<file path="src/rtl/spi_cs_pkg.sv">
// Shared types for the serial master: sequencer state encoding.
package spi_cs_pkg;
    typedef enum logic [1:0] {
        ST_IDLE  = 2'd0,
        ST_SETUP = 2'd1,
        ST_XFER  = 2'd2,
        ST_HOLD  = 2'd3
    } seq_state_t;
endpackage

</file>
<file path="src/rtl/spi_cs_divcalc.sv">
// Converts a requested serial clock period into a half period.
// Assumes MAX_DIV is even and at least 2. The result is never below 1.
module spi_cs_divcalc #(
    parameter int DIV_W   = 9,
    parameter int MAX_DIV = 256
) (
    input  logic [DIV_W-1:0] div_sel,
    output logic [DIV_W-1:0] half
);
    localparam logic [DIV_W:0] MAX_E = (DIV_W+1)'(MAX_DIV);

    logic [DIV_W:0] even_p;

    // Round up to even, clamp to [2, MAX_DIV], then halve.
    always_comb begin
        even_p = {1'b0, div_sel} + {{DIV_W{1'b0}}, div_sel[0]};
        if (even_p < (DIV_W+1)'(2))
            even_p = (DIV_W+1)'(2);
        else if (even_p > MAX_E)
            even_p = MAX_E;
        half = even_p[DIV_W:1];
    end
endmodule

</file>
<file path="src/rtl/spi_cs_seq.sv">
// Sequencer: drives the select, the serial clock and the shift events.
// Timing counts whole system cycles. Settings are held from the start edge
// until the select is released.
module spi_cs_seq
    import spi_cs_pkg::*;
#(
    parameter int WORD_W = 8,
    parameter int DIV_W  = 9,
    parameter int DLY_W  = 8
) (
    input  logic             clk,
    input  logic             rst_n,
    input  logic             start,
    input  logic             cpol,
    input  logic [DIV_W-1:0] half_in,
    input  logic [DLY_W-1:0] c2t_dly,
    input  logic [DLY_W-1:0] t2c_dly,
    input  logic             cs_hold,
    output logic             busy,
    output logic             done,
    output logic             cs_n,
    output logic             sclk,
    output logic             load,
    output logic             shift_tx,
    output logic             sample_rx,
    output logic             finish
);
    localparam int LAST_EDGE = 2 * WORD_W;
    localparam int EDGE_W    = $clog2(LAST_EDGE) + 1;
    localparam int CNT_W     = ((DLY_W > DIV_W) ? DLY_W : DIV_W) + 1;

    seq_state_t       state;
    logic [CNT_W-1:0] cnt;
    logic [DIV_W-1:0] ph;
    logic [EDGE_W-1:0] edge_n;
    logic [DIV_W-1:0] half_q;
    logic [DLY_W-1:0] t2c_q;
    logic             cpol_q;
    logic             toggle;

    // Event decode: a toggle this cycle and which kind of edge it is.
    always_comb begin
        toggle    = ((state == ST_SETUP) && (cnt == '0)) ||
                    ((state == ST_XFER)  && (ph  == '0));
        load      = (state == ST_IDLE) && start;
        shift_tx  = toggle && !edge_n[0] && (edge_n != '0);
        sample_rx = toggle && edge_n[0];
        finish    = (state == ST_HOLD) && (cnt == '0);
        busy      = (state != ST_IDLE);
    end

    // Main state machine with the lead, phase and lag counters.
    always_ff @(posedge clk) begin
        if (!rst_n) begin
            state  <= ST_IDLE;
            cs_n   <= 1'b1;
            sclk   <= cpol;
            done   <= 1'b0;
            cnt    <= '0;
            ph     <= '0;
            edge_n <= '0;
            half_q <= DIV_W'(1);
            t2c_q  <= '0;
            cpol_q <= 1'b0;
        end else begin
            done <= 1'b0;
            case (state)
                ST_IDLE: begin
                    sclk <= cpol;
                    if (start) begin
                        cs_n   <= 1'b0;
                        cpol_q <= cpol;
                        half_q <= half_in;
                        t2c_q  <= t2c_dly;
                        cnt    <= CNT_W'(c2t_dly) + CNT_W'(1) + CNT_W'(cs_hold);
                        edge_n <= '0;
                        state  <= ST_SETUP;
                    end
                end
                ST_SETUP: begin
                    if (cnt == '0) begin
                        sclk   <= ~sclk;
                        edge_n <= EDGE_W'(1);
                        ph     <= half_q - DIV_W'(1);
                        state  <= ST_XFER;
                    end else begin
                        cnt <= cnt - CNT_W'(1);
                    end
                end
                ST_XFER: begin
                    if (ph == '0) begin
                        sclk   <= ~sclk;
                        edge_n <= edge_n + EDGE_W'(1);
                        ph     <= half_q - DIV_W'(1);
                        if (edge_n == EDGE_W'(LAST_EDGE - 1)) begin
                            cnt   <= CNT_W'(half_q) + CNT_W'(t2c_q);
                            state <= ST_HOLD;
                        end
                    end else begin
                        ph <= ph - DIV_W'(1);
                    end
                end
                ST_HOLD: begin
                    if (cnt == '0) begin
                        cs_n  <= 1'b1;
                        done  <= 1'b1;
                        state <= ST_IDLE;
                    end else begin
                        cnt <= cnt - CNT_W'(1);
                    end
                end
                default: state <= ST_IDLE;
            endcase
        end
    end

    AST_CS_INACTIVE_IDLE: assert property (@(posedge clk) disable iff (!rst_n)
        (state == ST_IDLE) |-> cs_n);
    AST_SETUP_IDLE_LEVEL: assert property (@(posedge clk) disable iff (!rst_n)
        (state == ST_SETUP) |-> (sclk == cpol_q));
    AST_DONE_SINGLE: assert property (@(posedge clk) disable iff (!rst_n)
        done |=> !done);
    AST_DONE_WITH_RELEASE: assert property (@(posedge clk) disable iff (!rst_n)
        $rose(cs_n) |-> done);
    AST_NO_RESTART: assert property (@(posedge clk) disable iff (!rst_n)
        (busy && start) |=> ($stable(half_q) && $stable(t2c_q) && $stable(cpol_q)));
    AST_EDGE_BOUND: assert property (@(posedge clk) disable iff (!rst_n)
        edge_n <= EDGE_W'(LAST_EDGE));
endmodule

</file>
<file path="src/rtl/spi_cs_shift.sv">
// Data path: transmit shifter (MSB first) and receive shifter with output hold.
// Assumes the sequencer issues at most one event per cycle.
module spi_cs_shift #(
    parameter int WORD_W = 8
) (
    input  logic              clk,
    input  logic              rst_n,
    input  logic              load,
    input  logic              shift_tx,
    input  logic              sample_rx,
    input  logic              finish,
    input  logic [WORD_W-1:0] tx_word,
    input  logic              somi,
    output logic              simo,
    output logic [WORD_W-1:0] rx_word
);
    logic [WORD_W-1:0] tx_sh;
    logic [WORD_W-1:0] rx_sh;

    // Load, advance and capture the serial words.
    always_ff @(posedge clk) begin
        if (!rst_n) begin
            tx_sh   <= '0;
            rx_sh   <= '0;
            rx_word <= '0;
        end else begin
            if (load)
                tx_sh <= tx_word;
            else if (shift_tx)
                tx_sh <= {tx_sh[WORD_W-2:0], 1'b0};
            if (sample_rx)
                rx_sh <= {rx_sh[WORD_W-2:0], somi};
            if (finish)
                rx_word <= rx_sh;
        end
    end

    assign simo = tx_sh[WORD_W-1];

    AST_SIMO_STEADY: assert property (@(posedge clk) disable iff (!rst_n)
        (!load && !shift_tx) |=> $stable(simo));
endmodule

</file>
<file path="src/rtl/spi_cs_master.sv">
// Top level: single-select serial master with cycle-exact select timing.
// Assumes start is synchronous to clk. All settings are sampled on acceptance.
module spi_cs_master #(
    parameter int WORD_W  = 8,
    parameter int DIV_W   = 9,
    parameter int MAX_DIV = 256,
    parameter int DLY_W   = 8
) (
    input  logic              clk,
    input  logic              rst_n,
    input  logic              start,
    input  logic              cpol,
    input  logic [DIV_W-1:0]  div_sel,
    input  logic [DLY_W-1:0]  c2t_dly,
    input  logic [DLY_W-1:0]  t2c_dly,
    input  logic              cs_hold,
    input  logic [WORD_W-1:0] tx_word,
    output logic              busy,
    output logic              done,
    output logic [WORD_W-1:0] rx_word,
    output logic              sclk,
    output logic              simo,
    input  logic              somi,
    output logic              cs_n
);
    logic [DIV_W-1:0] half;
    logic             load;
    logic             shift_tx;
    logic             sample_rx;
    logic             finish;

    spi_cs_divcalc #(.DIV_W(DIV_W), .MAX_DIV(MAX_DIV)) div_i (
        .div_sel (div_sel),
        .half    (half)
    );

    spi_cs_seq #(.WORD_W(WORD_W), .DIV_W(DIV_W), .DLY_W(DLY_W)) seq_i (
        .clk       (clk),
        .rst_n     (rst_n),
        .start     (start),
        .cpol      (cpol),
        .half_in   (half),
        .c2t_dly   (c2t_dly),
        .t2c_dly   (t2c_dly),
        .cs_hold   (cs_hold),
        .busy      (busy),
        .done      (done),
        .cs_n      (cs_n),
        .sclk      (sclk),
        .load      (load),
        .shift_tx  (shift_tx),
        .sample_rx (sample_rx),
        .finish    (finish)
    );

    spi_cs_shift #(.WORD_W(WORD_W)) shf_i (
        .clk       (clk),
        .rst_n     (rst_n),
        .load      (load),
        .shift_tx  (shift_tx),
        .sample_rx (sample_rx),
        .finish    (finish),
        .tx_word   (tx_word),
        .somi      (somi),
        .simo      (simo),
        .rx_word   (rx_word)
    );

    AST_BUSY_SELECT: assert property (@(posedge clk) disable iff (!rst_n)
        (!busy) |-> cs_n);
    AST_ACCEPT: assert property (@(posedge clk) disable iff (!rst_n)
        (!busy && start) |=> (busy && !cs_n));
endmodule

</file>
<file path="config.mk">
export PLATFORM = sky130hd
export DESIGN_NAME = spi_cs_master
export DESIGN_NICKNAME = d
export VERILOG_FILES = /design/src/rtl/spi_cs_pkg.sv /design/src/rtl/spi_cs_divcalc.sv /design/src/rtl/spi_cs_seq.sv /design/src/rtl/spi_cs_shift.sv /design/src/rtl/spi_cs_master.sv
export SDC_FILE = /design/constraint.sdc
export NUM_CORES = 1
export LEC_CHECK = 0
export BUFFER_PORTS_ARGS = -buffer_cell sky130_fd_sc_hd__buf_4
export CELL_PAD_IN_SITES_DETAIL_PLACEMENT = 1
export CELL_PAD_IN_SITES_GLOBAL_PLACEMENT = 1
export CORE_MARGIN = 2
export CORE_UTILIZATION = 50
export CTS_BUF_LIST = sky130_fd_sc_hd__clkbuf_2
export CTS_CLUSTER_DIAMETER = 100
export DETAILED_ROUTE_END_ITERATION = 10
export HOLD_SLACK_MARGIN = 0.03
export PLACE_DENSITY = 0.95
export SETUP_SLACK_MARGIN = 0.05
export SYNTH_ARGS = -nofsm -noshare
export SYNTH_HDL_FRONTEND = slang
export SYNTH_HIERARCHICAL = 1
export SYNTH_SLANG_ARGS = --single-unit
</file>
<file path="constraint.sdc">
create_clock -name clk -period 5.7 [get_ports clk]
set_clock_uncertainty 0.2 [all_clocks]
set_input_delay 0 -clock clk [delete_from_list [all_inputs] [get_ports clk]]
set_output_delay 0 -clock clk [all_outputs]
set_load 0.005 [all_outputs]
</file>
== Yosys cells after proc, flatten, opt, wreduce, memory -nomap -nowiden ==
Cells that the tools add are included.

* Equality and inequality tests: 13
* Reduce and logical (&&, ||, !) cells: 27
* Order comparisons: 2
* Bitwise operators: 1
* Add/subtract/negate cells: 8
* Mux-type cells: 30

{| class="wikitable"
|+ Operator list
! kind !! count
|-
| $mux W10 || 6
|-
| $pmux W10 S3 || 1
|-
| $mux W9 || 2
|-
| $pmux W9 S2 || 1
|-
| $sub A9 B1 Y9 const B || 2
|-
| $mux W8 || 2
|-
| $mux W5 || 3
|-
| $pmux W5 S3 || 1
|-
| $ne A2 B2 Y1 const B || 6
|-
| $add A10 B1 Y10 || 1
|-
| $add A9 B1 Y10 || 1
|-
| $add A9 B8 Y10 || 1
|-
| $gt A10 B9 Y1 const B || 1
|-
| $logic_not A10 Y1 || 1
|-
| $lt A10 B2 Y1 const B || 1
|-
| $mux W2 || 5
|-
| $sub A10 B1 Y10 const B || 1
|-
| $add A8 B1 Y9 const B || 1
|-
| $logic_not A9 Y1 || 1
|-
| $pmux W2 S4 || 1
|-
| $reduce_and A4 Y1 || 2
|-
| $reduce_bool A2 Y1 || 4
|-
| $logic_and A1 B1 Y1 || 7
|-
| $mux W1 || 6
|-
| 18 further kinds || 23
|}

* Register bits after elaboration: 70
* Output and inout port bits: 13

== Logic depth before layout (Yosys ltp) ==
Gate-level depths: netlist of run 1.

* Depth in word-level cells: 7
* Mapped depth: 10

== By module ==
Netlist of run 1, hierarchy kept.

{| class="wikitable"
|+ Modules (own cells, without submodules)
! module !! seq. area each (um2) !! area an instance (um2) !! cells each !! instances
|-
| spi_cs_seq || 930.9 || 3254.4 || 414 || 1
|-
| spi_cs_shift || 480.5 || 1013.5 || 86 || 1
|-
| spi_cs_divcalc || 0.0 || 337.8 || 47 || 1
|}

== Worst setup path after synthesis of run 1 ==
OpenSTA, ideal clock, no wires.

* Kind: register -> register
* Start: register seq_i.cnt[0]
* End: register shf_i.tx_sh[1]
* Cell stages (with the launch flop): 11
* Arrival: 2.498 ns
* Slack: 2.886 ns
* Buffers on the path: 2
* Clock period less this slack: 2.814 ns
* Path through: dfxtp_1 -> inv_1 -> ha_1 -> or4b_1 -> buf_2 -> nor3_2 -> a21oi_1 -> a311oi_1 -> buf_6 -> mux2_4 -> o211a_1

* Word-level cells in the longest chain between the ends: 6

{| class="wikitable"
|+ Ends and longest elaborated chain
! element !! RTL line !! RTL
|-
| from (decl) || spi_cs_seq.sv:33 || <nowiki>logic [CNT_W-1:0] cnt;</nowiki>
|-
| from (signal assigned) || spi_cs_seq.sv:75 || <nowiki>cnt <= CNT_W'(c2t_dly) + CNT_W'(1) + CNT_W'(cs_hold);</nowiki>
|-
| from (signal assigned) || spi_cs_seq.sv:87 || <nowiki>cnt <= cnt - CNT_W'(1);</nowiki>
|-
| from (signal assigned) || spi_cs_seq.sv:96 || <nowiki>cnt <= CNT_W'(half_q) + CNT_W'(t2c_q);</nowiki>
|-
| $logic_not A10 Y1 || spi_cs_seq.sv:43 || <nowiki>toggle = ((state == ST_SETUP) && (cnt == '0)) ||</nowiki>
|-
| $logic_and A1 B1 Y1 || spi_cs_seq.sv:43 ||
|-
| $logic_or A1 B1 Y1 || spi_cs_seq.sv:43 ||
|-
| $logic_and A1 B1 Y1 (2 in a row) || spi_cs_seq.sv:46 || <nowiki>shift_tx = toggle && !edge_n[0] && (edge_n != '0);</nowiki>
|-
| net shift_tx || spi_cs_master.sv:28 || <nowiki>logic shift_tx;</nowiki>
|-
| $reduce_bool A2 Y1 (no source line) || -- ||
|-
| to (signal assigned) || spi_cs_shift.sv:28 || <nowiki>tx_sh <= tx_word;</nowiki>
|-
| to (signal assigned) || spi_cs_shift.sv:30 || <nowiki>tx_sh <= {tx_sh[WORD_W-2:0], 1'b0};</nowiki>
|-
| to (decl) || spi_cs_shift.sv:17 || <nowiki>logic [WORD_W-1:0] tx_sh;</nowiki>
|}

The timed path passes the listed nets, and every way through them passes these cells.
A chain may end at the register's enable or synchronous reset.

== Worst setup path after layout of run 1 ==
* Start: register seq_i.cnt[0]
* End: register shf_i.tx_sh[6]

The elaborated chain is that of the path after synthesis.

==> results of run 1 <==
area by class of cell:
type	count	area (um^2)
fill	1029	2990
timing repair buffer	144	1310
multi-input combinational	425	2950
clock inverter	7	128
clock buffer	9	45.0
tap	111	139
sequential	70	1410
inverter	25	93.8
stage by stage:
step / hold WS (ps) / instance area, um^2
after floorplan: -71.8 / 4610
after global placement: 46.7 / 5000
after detailed placement: 65.7 / 5000
after CTS: 44.3 / 6080
after global routing: 71.8 / 6080
final: 38.4 / 6080
worst min path at each step:
stage / to / cells after the start / startpoint
6_report: seq_i/half_q[7]$_SDFFE_PN0P_ / 6 / div_sel[4]
5_1_grt: seq_i/half_q[7]$_SDFFE_PN0P_ / 6 / div_sel[4]
4_1_cts: seq_i/half_q[7]$_SDFFE_PN0P_ / 6 / div_sel[4]
3_5_place_dp: seq_i/t2c_q[6]$_SDFFE_PN0P_ / 3 / t2c_dly[6]
3_3_place_gp: seq_i/t2c_q[6]$_SDFFE_PN0P_ / 3 / t2c_dly[6]
2_1_floorplan: shf_i/rx_word[5]$_SDFFE_PN0P_ / 1 / rst_n
cell usage after synthesis (4+ instances only):
cell      number  share of area [%]
buf_6          5                1.2
a211o_1        4               0.76
buf_2          5               0.54
inv_1         23                1.9
o22ai_1        4               0.54
clkbuf_1      14                1.1
ha_1          22                6.0
nor2_1        30                2.4
xor2_1         8                1.5
o31ai_1        6               0.98
mux2_4         7                2.3
o211ai_1       7                1.1
a31oi_1        4               0.54
o211a_1        7                1.5
o21ai_0       15                1.6
xnor2_1       14                2.7
nor2b_1       27                3.7
a211oi_1       6               0.98
nor4_1         6               0.82
nand2b_1      14                1.9
nor3_1        11                1.2
nand4_1        6               0.82
mux2i_1       19                4.1
dfxtp_1       69                 30
nand3_1       17                1.8
nand2_1       68                5.5
a21oi_1       44                4.8
a21o_1         4               0.65
registers in the layout (all words and copies together) (netlist names):
name and flops:
seq_i/cnt 10, seq_i/cs_n 1, seq_i/done 1, seq_i/edge_n 5, seq_i/half_q 9, seq_i/ph 9
seq_i/sclk 1, seq_i/state 2, seq_i/t2c_q 8, shf_i/rx_sh 8, shf_i/rx_word 8, shf_i/tx_sh 8
power groups by stage:
stage          Clock [mW]  Sequential [mW]  Combinational, mW
6_report            0.443            0.732               1.55
5_1_grt             0.454            0.736               1.59
4_1_cts             0.419            0.705               1.33
3_5_place_dp            0            0.714               1.18
3_3_place_gp            0            0.700               1.11
2_1_floorplan           0            0.676              0.907
critical path: stages (launching register included):
cell and delay [ps]:
dfxtp_1 400, inv_1 140, ha_1 250, or4b_1 650, nor3_2 470, a21oi_1 230, a311oi_2 980, mux2_4 350
o211a_1 210, dlygate4sd3_1 590
timing repair:
| action | in CTS | in global routing |
|---|---|---|
| setup buffers | 0 | 0 |
| hold buffers | 91 | 0 |
| endpoints found under the hold margin | 63 | 0 |
per-layer routing:
layer  routed length, um  GRT usage [%]  vias up
met5                   0              0        -
met4                1740           30.8        0
met3                1990           10.2      174
met2               10300           74.1      429
met1                7680           49.0     2630
li1                    -              -     2239
layout by cell type (no fill, tap or decap), types with 6 or more instances in the layout:
master and count:
a21oi_1 44, nor2b_1 27, inv_1 23, buf_4 53, mux2_4 7, dfxtp_1 69
xor2_1 8, nand2_1 68, xnor2_1 14, dlygate4sd3_1 91, o21ai_0 15, o211ai_1 7
nor4_1 6, nand4_1 6, clkbuf_2 9, nand2b_1 14, nor3_1 11, mux2i_1 19
ha_1 22, nor2_1 30, nand3_1 17, o211a_1 7, o31ai_1 6, a211oi_1 6
cell families (layout without fill, tap and decap cells):
kind of cell,Yosys count,after routing,synth area share (%)
other cells,1,1,0.0814
xor+xnor,22,22,4.18
compound gates,142,142,22.6
buf+inv,52,185,5.35
flops,70,70,30.6
mux,28,28,6.95
fa+ha+maj,23,23,6.41
simple gates,209,209,23.7
==> flow_metrics.tcl, run 1 <==
set metrics [dict create \
    peakVddDrop_v 0.000241 \
    mappedNetlistNets 609 \
    drtAntennaViolNets 0 \
    initial_core_util_pct 50.8 \
    cts-root-buf "clkbuf_2" \
    crit_arrival_ps 4900 \
    synth_edf_count 1 \
    synthFlopType "dfxtp_1" \
    relSlewSlack_pct 15.5 \
    reg2reg_depth 9 \
    vias 5472 \
    post-route-min-period_ps 4510 \
    nets 737 \
    drive_gt1_share_pct 14.4 \
    fin_crit_sh_pct 79.2 \
    p_leak_nw 2.49 \
    switching_power_mw 1.38 \
    gp_congestion 0.839 \
    yosys_warnings 6 \
    grt_pass1_vias 5903 \
    pin_count 52 \
    drv_cap 0 \
    yosysSeqAreaShare_pct 30.6 \
    ys_ff_latch 70 \
    gr-total-overflow 0 \
    clkPwrFrac_pct 16.3 \
    grt_antenna_before_repair 0 \
    n_antenna_cell 0 \
    synth-async-reset-ratio_pct 0 \
    setup_violations 0 \
    syn_area_um2 4610 \
    pwr-share-comb_pct 56.8 \
    cts_tree "built" \
    maxSlewViolCount 0 \
    port_buffers 51 \
    core_area_um2 9060 \
    drcViolationCount 0 \
    synth_area_per_cell_um2 8.42 \
    outcome "completed" \
    synth_cells 547 \
    dp_worst_setup_slack_ps 2130 \
    dieArea_um2 10000 \
    worst_pin_slew_ps 1250 \
    post_cts_resized 0 \
    die_h_um 100 \
    vias_per_cell 6.92 \
    place_inst 684 \
    fmax_mhz 222 \
    syn2layout_area_growth_pct 32.0 \
    utilization_pct 67.1 \
    dieWidth_um 100 \
    startpoint_type "register" \
    grt_max_degree 43 \
    wirelength_mm 21.7 \
    synth_cell_types 85 \
    p_total_mw 2.72 \
    wire_per_inst_um 27.4 \
    rr_endpoint "shf_i/tx_sh[6]$_SDFFE_PN0P_" \
    switching_share_pct 50.7 \
    htree_num_levels 3 \
    cts_made_buffers 9 \
    cellPowerDensity_nw_per_um2 448 \
    rsz0062_at_grt "no" \
    drt_iter0_drc 591 \
    regToRegSetupSlack_ps 1190 \
    finalSetupTns_ps 0 \
    startpoint "seq_i/cnt[0]$_SDFFE_PN0P_" \
    fin_cells 791 \
    grt.total_usage_pct 44.0 \
    path_clk_slew_ps 300 \
    cp-end-kind "register" \
    reg2reg_from "seq_i/cnt[0]$_SDFFE_PN0P_" \
    intPower_mw 1.34 \
    cp_max_fo 8 \
    cts_buffer_depth 2 \
    fin_ws_ps 1190 \
    grt_pass1_wl_mm 33.6 \
    cp-endpoint "shf_i/tx_sh[6]$_SDFFE_PN0P_" \
    placement_rows 35 \
    clock_latency_ps 650 \
    drtPass1Iterations 6 \
    clock-sinks 70 \
    crit_type "register to register" \
    seqPwrFrac_pct 26.9 \
    cp.required_ps 6080 \
    hold_viol_final 0 \
    min_path_type "input pin to register" \
    dp_hpwl_mm 9.86 \
]
Power figures use the tool's default switching activity.
==> run 2: changes to the inputs <==
--- a/config.mk
+++ b/config.mk
@@ -5,16 +5,17 @@
 export SDC_FILE = /design/constraint.sdc
 export NUM_CORES = 1
 export LEC_CHECK = 0
+export ABC_AREA = 1
 export BUFFER_PORTS_ARGS = -buffer_cell sky130_fd_sc_hd__buf_4
 export CELL_PAD_IN_SITES_DETAIL_PLACEMENT = 1
 export CELL_PAD_IN_SITES_GLOBAL_PLACEMENT = 1
 export CORE_MARGIN = 2
-export CORE_UTILIZATION = 50
+export CORE_UTILIZATION = 43
 export CTS_BUF_LIST = sky130_fd_sc_hd__clkbuf_2
 export CTS_CLUSTER_DIAMETER = 100
 export DETAILED_ROUTE_END_ITERATION = 10
 export HOLD_SLACK_MARGIN = 0.03
-export PLACE_DENSITY = 0.95
+export PLACE_DENSITY = 0.89
 export SETUP_SLACK_MARGIN = 0.05
 export SYNTH_ARGS = -nofsm -noshare
 export SYNTH_HDL_FRONTEND = slang
==> constraint.sdc (replaced) <==
create_clock -name clk -period 4.56 [get_ports clk]
set_clock_uncertainty 0.2 [all_clocks]
set_input_delay 0 -clock clk [delete_from_list [all_inputs] [get_ports clk]]
set_output_delay 0 -clock clk [all_outputs]
set_load 0.005 [all_outputs]
==> run 2 against run 1 <==
Net effect:
- clock power decreased by 18%
- die area increased by 16%
- sequential share of layout area increased by 0.086 points
- sequential power increased by 29%
- via count decreased by 0.11%
- largest power group unchanged
==> flow_metrics.tcl, run 2 <==
set metrics [dict create \
    placement_rows 37 \
    clock-sinks 70 \
    n_antenna_cell 0 \
    cts_buffer_depth 2 \
    worst_pin_slew_ps 857 \
    cellPowerDensity_nw_per_um2 538 \
    min_path_type "input pin to register" \
    initial_core_util_pct 44.6 \
    synth_cells 713 \
    grt_max_degree 64 \
    cts-root-buf "clkbuf_2" \
    clock_latency_ps 570 \
    yosysMostFrequentCell "nand2_1" \
    hold_viol_final 0 \
    use_met2_pct 58.3 \
    rsz0062_at_grt "no" \
    peakVddDrop_v 0.000266 \
    whs_ps 137 \
    startpoint_type "input pin" \
    path_clk_slew_ps 280 \
    maxSlewViolCount 0 \
    drt_iter0_drc 303 \
    cp_max_fo 3 \
    mostFrequentLayoutCell "nand2_1" \
    crit_arrival_ps 4120 \
    post_cts_buffers 0 \
    synth_cell_types 46 \
    pin_count 52 \
    ys_top_cells_by_area "dfxtp_1 30%, nand2_1 12%, nor2_1 9.0%" \
    drtAntennaViolNets 0 \
    fmax_mhz 262 \
    holdBufCountCts 88 \
    drcViolationCount 0 \
    synth_common_cells "151 x nand2_1, 111 x nor2_1, 87 x inv_1, 69 x dfxtp_1, 62 x nand3_1" \
    top_register "seq_i/cnt" \
    nets 907 \
    syn_area_um2 4630 \
    yosysSeqAreaShare_pct 30.5 \
    regToRegSetupSlack_ps 760 \
    setup_violations 0 \
    drtPass1Iterations 7 \
    vias 5466 \
    grt_pass1_vias 5912 \
    relSlewSlack_pct 42.8 \
    reg2reg_depth 10 \
    fin_crit_sh_pct 83.7 \
    die_h_um 108 \
    outcome "completed" \
    port_buffers 51 \
    wire_per_inst_um 18.3 \
    crit_type "input pin to register" \
    post_cts_resized 0 \
    grt.total_usage_pct 32.1 \
    largest_register_ffs 10 \
    p_total_mw 3.26 \
    cp.required_ps 4860 \
    mostFrequentLayoutCells "151 x nand2_1, 111 x nor2_1, 88 x dlygate4sd3_1, 87 x inv_1, 69 x dfxtp_1" \
    cp-end-kind "register" \
    hold_depth 8 \
    syn2layout_area_growth_pct 30.9 \
    grt_pass1_wl_mm 29.4 \
    synth_largest_area_cell "dfxtp_1" \
    grtUsageMet1_pct 36.9 \
    mappedNetlistNets 775 \
    drive_gt1_share_pct 12.7 \
    dieWidth_um 108 \
    synth_area_per_cell_um2 6.49 \
    nFillCells 1404 \
    dp_hpwl_mm 9.97 \
    dieArea_um2 11600 \
    grt_antenna_before_repair 0 \
    cts_made_buffers 9 \
    wirelength_mm 18.0 \
    synth_edf_count 1 \
    vias_per_cell 5.54 \
    drv_cap 0 \
    utilization_pct 58.4 \
    layout_top_registers "seq_i/cnt (10), seq_i/half_q (9), seq_i/ph (9)" \
    p_leak_nw 2.93 \
    synth_top_area_share_pct 29.9 \
    synth-async-reset-ratio_pct 0 \
    synthFlopType "dfxtp_1" \
    core_area_um2 10400 \
    post-route-min-period_ps 3820 \
    htree_num_levels 3 \
    met3_usage_pct 5.63 \
    finalSetupTns_ps 0 \
    ys_ff_latch 70 \
    yosys_warnings 6 \
    cts_tree "built" \
    gr-total-overflow 0 \
    busiest_layer "met2" \
    gp_congestion 0.864 \
]
run 2: cell families (layout without fill, tap and decap cells):
| family | Yosys count | in the layout | share of synthesized area (%) |
|---|---|---|---|
| simple gates | 364 | 364 | 34.9 |
| fa+ha+maj | 23 | 23 | 6.38 |
| buf+inv | 114 | 251 | 10.2 |
| xor+xnor | 15 | 15 | 3.00 |
| compound gates | 126 | 126 | 14.9 |
| other cells | 1 | 1 | 0.0810 |
| flops | 70 | 70 | 30.5 |
run 2: per-layer routing:
metal	vias up	share of wire (%)	wire length [um]
met5	-	0	0
met4	0	3.1	564
met3	51	4.4	796
met2	180	52	9310
met1	2683	41	7370
li1	2552	-	-
run 2: critical path, stage by stage:
cell,delay [ps]
dlygate4sd3_1,550
buf_4,110
inv_1,40
ha_1,210
nor2_1,260
nand4_1,200
nor2_1,140
dlygate4sd3_1,570
nor2_1,50
dlygate4sd3_1,560
nor2_1,130
dlygate4sd3_1,580
nand2_1,50
a21oi_1,110
dlygate4sd3_1,560
run 2: layout make-up:
| type | count | area [um^2] | area share [%] |
|---|---|---|---|
| multi-input cells | 529 | 2740 | 45.3 |
| flip-flops and latches | 70 | 1410 | 23.3 |
| repair buffers | 140 | 1270 | 21.0 |
| inverters | 95 | 357 | 5.89 |
| well taps | 136 | 170 | 2.81 |
| clock inverters | 7 | 61.3 | 1.01 |
| clock buffers | 9 | 45.0 | 0.744 |
run 2: stage by stage:
step	instances	instance area (um^2)	setup slack, ps
6_report	986	6060	741
5_1_grt	986	6060	585
4_1_cts	986	6060	957
3_5_place_dp	882	5070	1620
3_3_place_gp	882	5070	1760
2_1_floorplan	713	4630	2550
run 2: where the power goes:
part	internal [mW]	switching (mW)
clock	0.0838	0.281
sequential	0.779	0.169
combinational	0.687	1.26
run 2: final timing paths:
path	from	to
setup / recovery	cs_hold	seq_i/cnt[7]$_SDFFE_PN0P_
hold / removal	c2t_dly[0]	seq_i/cnt[3]$_SDFFE_PN0P_
setup reg to reg	seq_i/state[0]$_SDFFE_PN0P_	shf_i/tx_sh[5]$_SDFFE_PN0P_
hold reg to reg	seq_i/edge_n[3]$_SDFFE_PN0P_	seq_i/edge_n[3]$_SDFFE_PN0P_
==> run 3: changes to the inputs <==
--- a/config.mk
+++ b/config.mk
@@ -5,17 +5,17 @@
 export SDC_FILE = /design/constraint.sdc
 export NUM_CORES = 1
 export LEC_CHECK = 0
-export ABC_AREA = 1
+export ABC_AREA = 0
 export BUFFER_PORTS_ARGS = -buffer_cell sky130_fd_sc_hd__buf_4
 export CELL_PAD_IN_SITES_DETAIL_PLACEMENT = 1
 export CELL_PAD_IN_SITES_GLOBAL_PLACEMENT = 1
 export CORE_MARGIN = 2
-export CORE_UTILIZATION = 43
+export CORE_UTILIZATION = 46
 export CTS_BUF_LIST = sky130_fd_sc_hd__clkbuf_2
 export CTS_CLUSTER_DIAMETER = 100
 export DETAILED_ROUTE_END_ITERATION = 10
 export HOLD_SLACK_MARGIN = 0.03
-export PLACE_DENSITY = 0.89
+export PLACE_DENSITY = 0.9
 export SETUP_SLACK_MARGIN = 0.05
 export SYNTH_ARGS = -nofsm -noshare
 export SYNTH_HDL_FRONTEND = slang
==> constraint.sdc (replaced) <==
create_clock -name clk -period 3.6 [get_ports clk]
set_clock_uncertainty 0.2 [all_clocks]
set_input_delay 0 -clock clk [delete_from_list [all_inputs] [get_ports clk]]
set_output_delay 0 -clock clk [all_outputs]
set_load 0.005 [all_outputs]
==> run 3 against run 2 <==
Net effect:
- non-clock buffer count up 14
- worst setup slack got worse by 710 ps
- clock power grew 55%
- first-iteration DRC count increased by 2.3%
- utilization up 5.2 points
- critical path depth down 5
- register-to-register slack worse by 730 ps
- cell area rose by 2.1%
- power rose by 24%
==> flow_metrics.tcl, run 3 (synthesis gave the netlist of run 1 again) <==
set metrics [dict create \
    outcome "completed" \
    mostFrequentLayoutCells "95 x dlygate4sd3_1, 69 x dfxtp_1, 68 x nand2_1, 59 x buf_4, 44 x a21oi_1" \
    dieArea_um2 10800 \
    grt_pass1_vias 5399 \
    slowest_delay_ps 590 \
    cts-root-buf "clkbuf_2" \
    grt_pass1_wl_mm 28.9 \
    drtAntennaViolNets 0 \
    gp_congestion 0.876 \
    port_buffers 51 \
    p_leak_nw 2.46 \
    drcViolationCount 0 \
    min_path_type "input pin to register" \
    dieWidth_um 104 \
    crit_type "register to register" \
    p_total_mw 4.04 \
    cts_made_buffers 9 \
    initial_core_util_pct 47.3 \
    setup_violations 0 \
    post-route-min-period_ps 3570 \
    mostFrequentLayoutCell "dlygate4sd3_1" \
    gr-total-overflow 0 \
    peakVddDrop_v 0.000347 \
    grt.total_usage_pct 33.6 \
    hold_viol_final 0 \
    clock_latency_ps 550 \
    multiInputGateArea_um2 2980 \
    top_register "seq_i/cnt" \
    cellPowerDensity_nw_per_um2 653 \
    reg2reg_depth 10 \
    drv_cap 0 \
    fmax_mhz 280 \
    fin_crit_sh_pct 99.1 \
    cp.required_ps 3840 \
    cp-end-kind "register" \
    grt_max_degree 43 \
    wirelength_mm 18.3 \
    holdPathEnd "seq_i/half_q[7]$_SDFFE_PN0P_" \
    finalSetupTns_ps 0 \
    startpoint_type "register" \
    nFillCells 1150 \
    drive_gt1_share_pct 15.8 \
    cts_tree "built" \
    syn2layout_area_growth_pct 34.3 \
    cp_max_fo 8 \
    rsz0062_at_grt "yes" \
    nets 747 \
    drt_iter0_drc 310 \
    cp_top_family "simple AND/OR/NAND/NOR gates" \
    worstPathCellList "inv_1, ha_1, or4b_4, nor3_4, a21oi_1, a311oi_2, buf_4, or3b_1, a21boi_1, dlygate4sd3_1" \
    crit_arrival_ps 3810 \
    worst_pin_slew_ps 1030 \
    seq_area_um2 1410 \
    grt_antenna_before_repair 0 \
    relSlewSlack_pct 30.7 \
    vias 5033 \
    placement_rows 36 \
    clock-sinks 70 \
    layout_top_registers "seq_i/cnt (10), seq_i/half_q (9), seq_i/ph (9)" \
    die_h_um 104 \
    cts_buffer_depth 2 \
    slowest_stage "dlygate4sd3_1" \
    drtPass1Iterations 5 \
    rr_endpoint "shf_i/tx_sh[0]$_SDFFE_PN0P_" \
    core_area_um2 9730 \
    hp-start "div_sel[4]" \
    regToRegSetupSlack_ps 30 \
    n_antenna_cell 0 \
    vias_per_cell 6.12 \
    wire_per_inst_um 22.3 \
    reg2reg_from "seq_i/cnt[0]$_SDFFE_PN0P_" \
    dp_hpwl_mm 9.59 \
    htree_num_levels 3 \
    largest_register_ffs 10 \
    path_clk_slew_ps 220 \
    hold_depth 6 \
    critPathBufInv 3 \
    pin_count 52 \
    maxSlewViolCount 0 \
]
[run 3: changes by cell type in the layout (fill, tap and decap cells not counted), moves of 27 or more]
cell / before / now
inv_1: 87 / 22
nand2_1: 151 / 68
nand3_1: 62 / 17
nor2_1: 111 / 29
nor2b_1: 0 / 27
o21ai_0: 59 / 15
[run 3: area by class of cell]
cell class / count / share of cell area [%]
tap: 133 / 2.69
multi-input combinational: 425 / 48.1
clock inverter: 6 / 1.52
inverter: 25 / 1.52
timing repair buffer: 154 / 22.5
clock buffer: 10 / 0.809
sequential: 70 / 22.8
[run 3: worst max-delay path by stage]
stage,startpoint,to,slack [ps],depth (start not counted)
final,seq_i/cnt[0]$_SDFFE_PN0P_,shf_i/tx_sh[0]$_SDFFE_PN0P_,30,10
after CTS,seq_i/cnt[0]$_SDFFE_PN0P_,shf_i/tx_sh[0]$_SDFFE_PN0P_,100,10
after floorplan,seq_i/cnt[0]$_SDFFE_PN0P_,shf_i/tx_sh[1]$_SDFFE_PN0P_,790,10
after global placement,seq_i/cnt[0]$_SDFFE_PN0P_,shf_i/tx_sh[2]$_SDFFE_PN0P_,550,9
after global routing,seq_i/cnt[0]$_SDFFE_PN0P_,shf_i/tx_sh[0]$_SDFFE_PN0P_,-9,10
after detailed placement,seq_i/cnt[0]$_SDFFE_PN0P_,shf_i/tx_sh[5]$_SDFFE_PN0P_,380,9
[run 3: what timing repair did]
item | in CTS | in global routing
resized for setup | 0 | 7
endpoints found under the hold margin | 63 | 1
buffers inserted | 0 | 0
hold buffers | 95 | 1
setup endpoints to repair | 0 | 2
[run 3: per-layer routing]
layer	share of wire (%)	global-route usage (%)	up-vias	wire, um
li1	-	-	2271	-
met1	38	37.5	2453	7030
met2	51	61.2	222	9410
met3	5.5	6.45	87	1010
met4	4.9	15.8	0	890
met5	0	0	-	0
[run 3: through the flow]
stage / hold WS [ps] / setup WS (ps) / area, um^2 / utilization (%) / instances
after global placement: 46.7 / 552 / 5070 / 52.1 / 712
after floorplan: -71.8 / 786 / 4610 / - / 547
after detailed placement: 60.2 / 385 / 5070 / 52.1 / 712
after CTS: 36.6 / 102 / 6160 / 63.3 / 823
after global routing: 68.5 / -9.41 / 6190 / 63.6 / 823
final: 85.9 / 34.1 / 6190 / 63.6 / 823
[run 3: report_power, final]
group          switching [mW]  internal (mW)
sequential              0.223          0.933
clock                   0.329          0.237
combinational            1.39          0.923
[run 3: worst min-delay path, delay by kind of cell]
kind | cells | cell delay (ps)
AO/OA/AOI/OAI | 1 | 50
buffers and inverters | 1 | 150
multiplexers | 1 | 140
AND/OR/NAND/NOR | 3 | 460
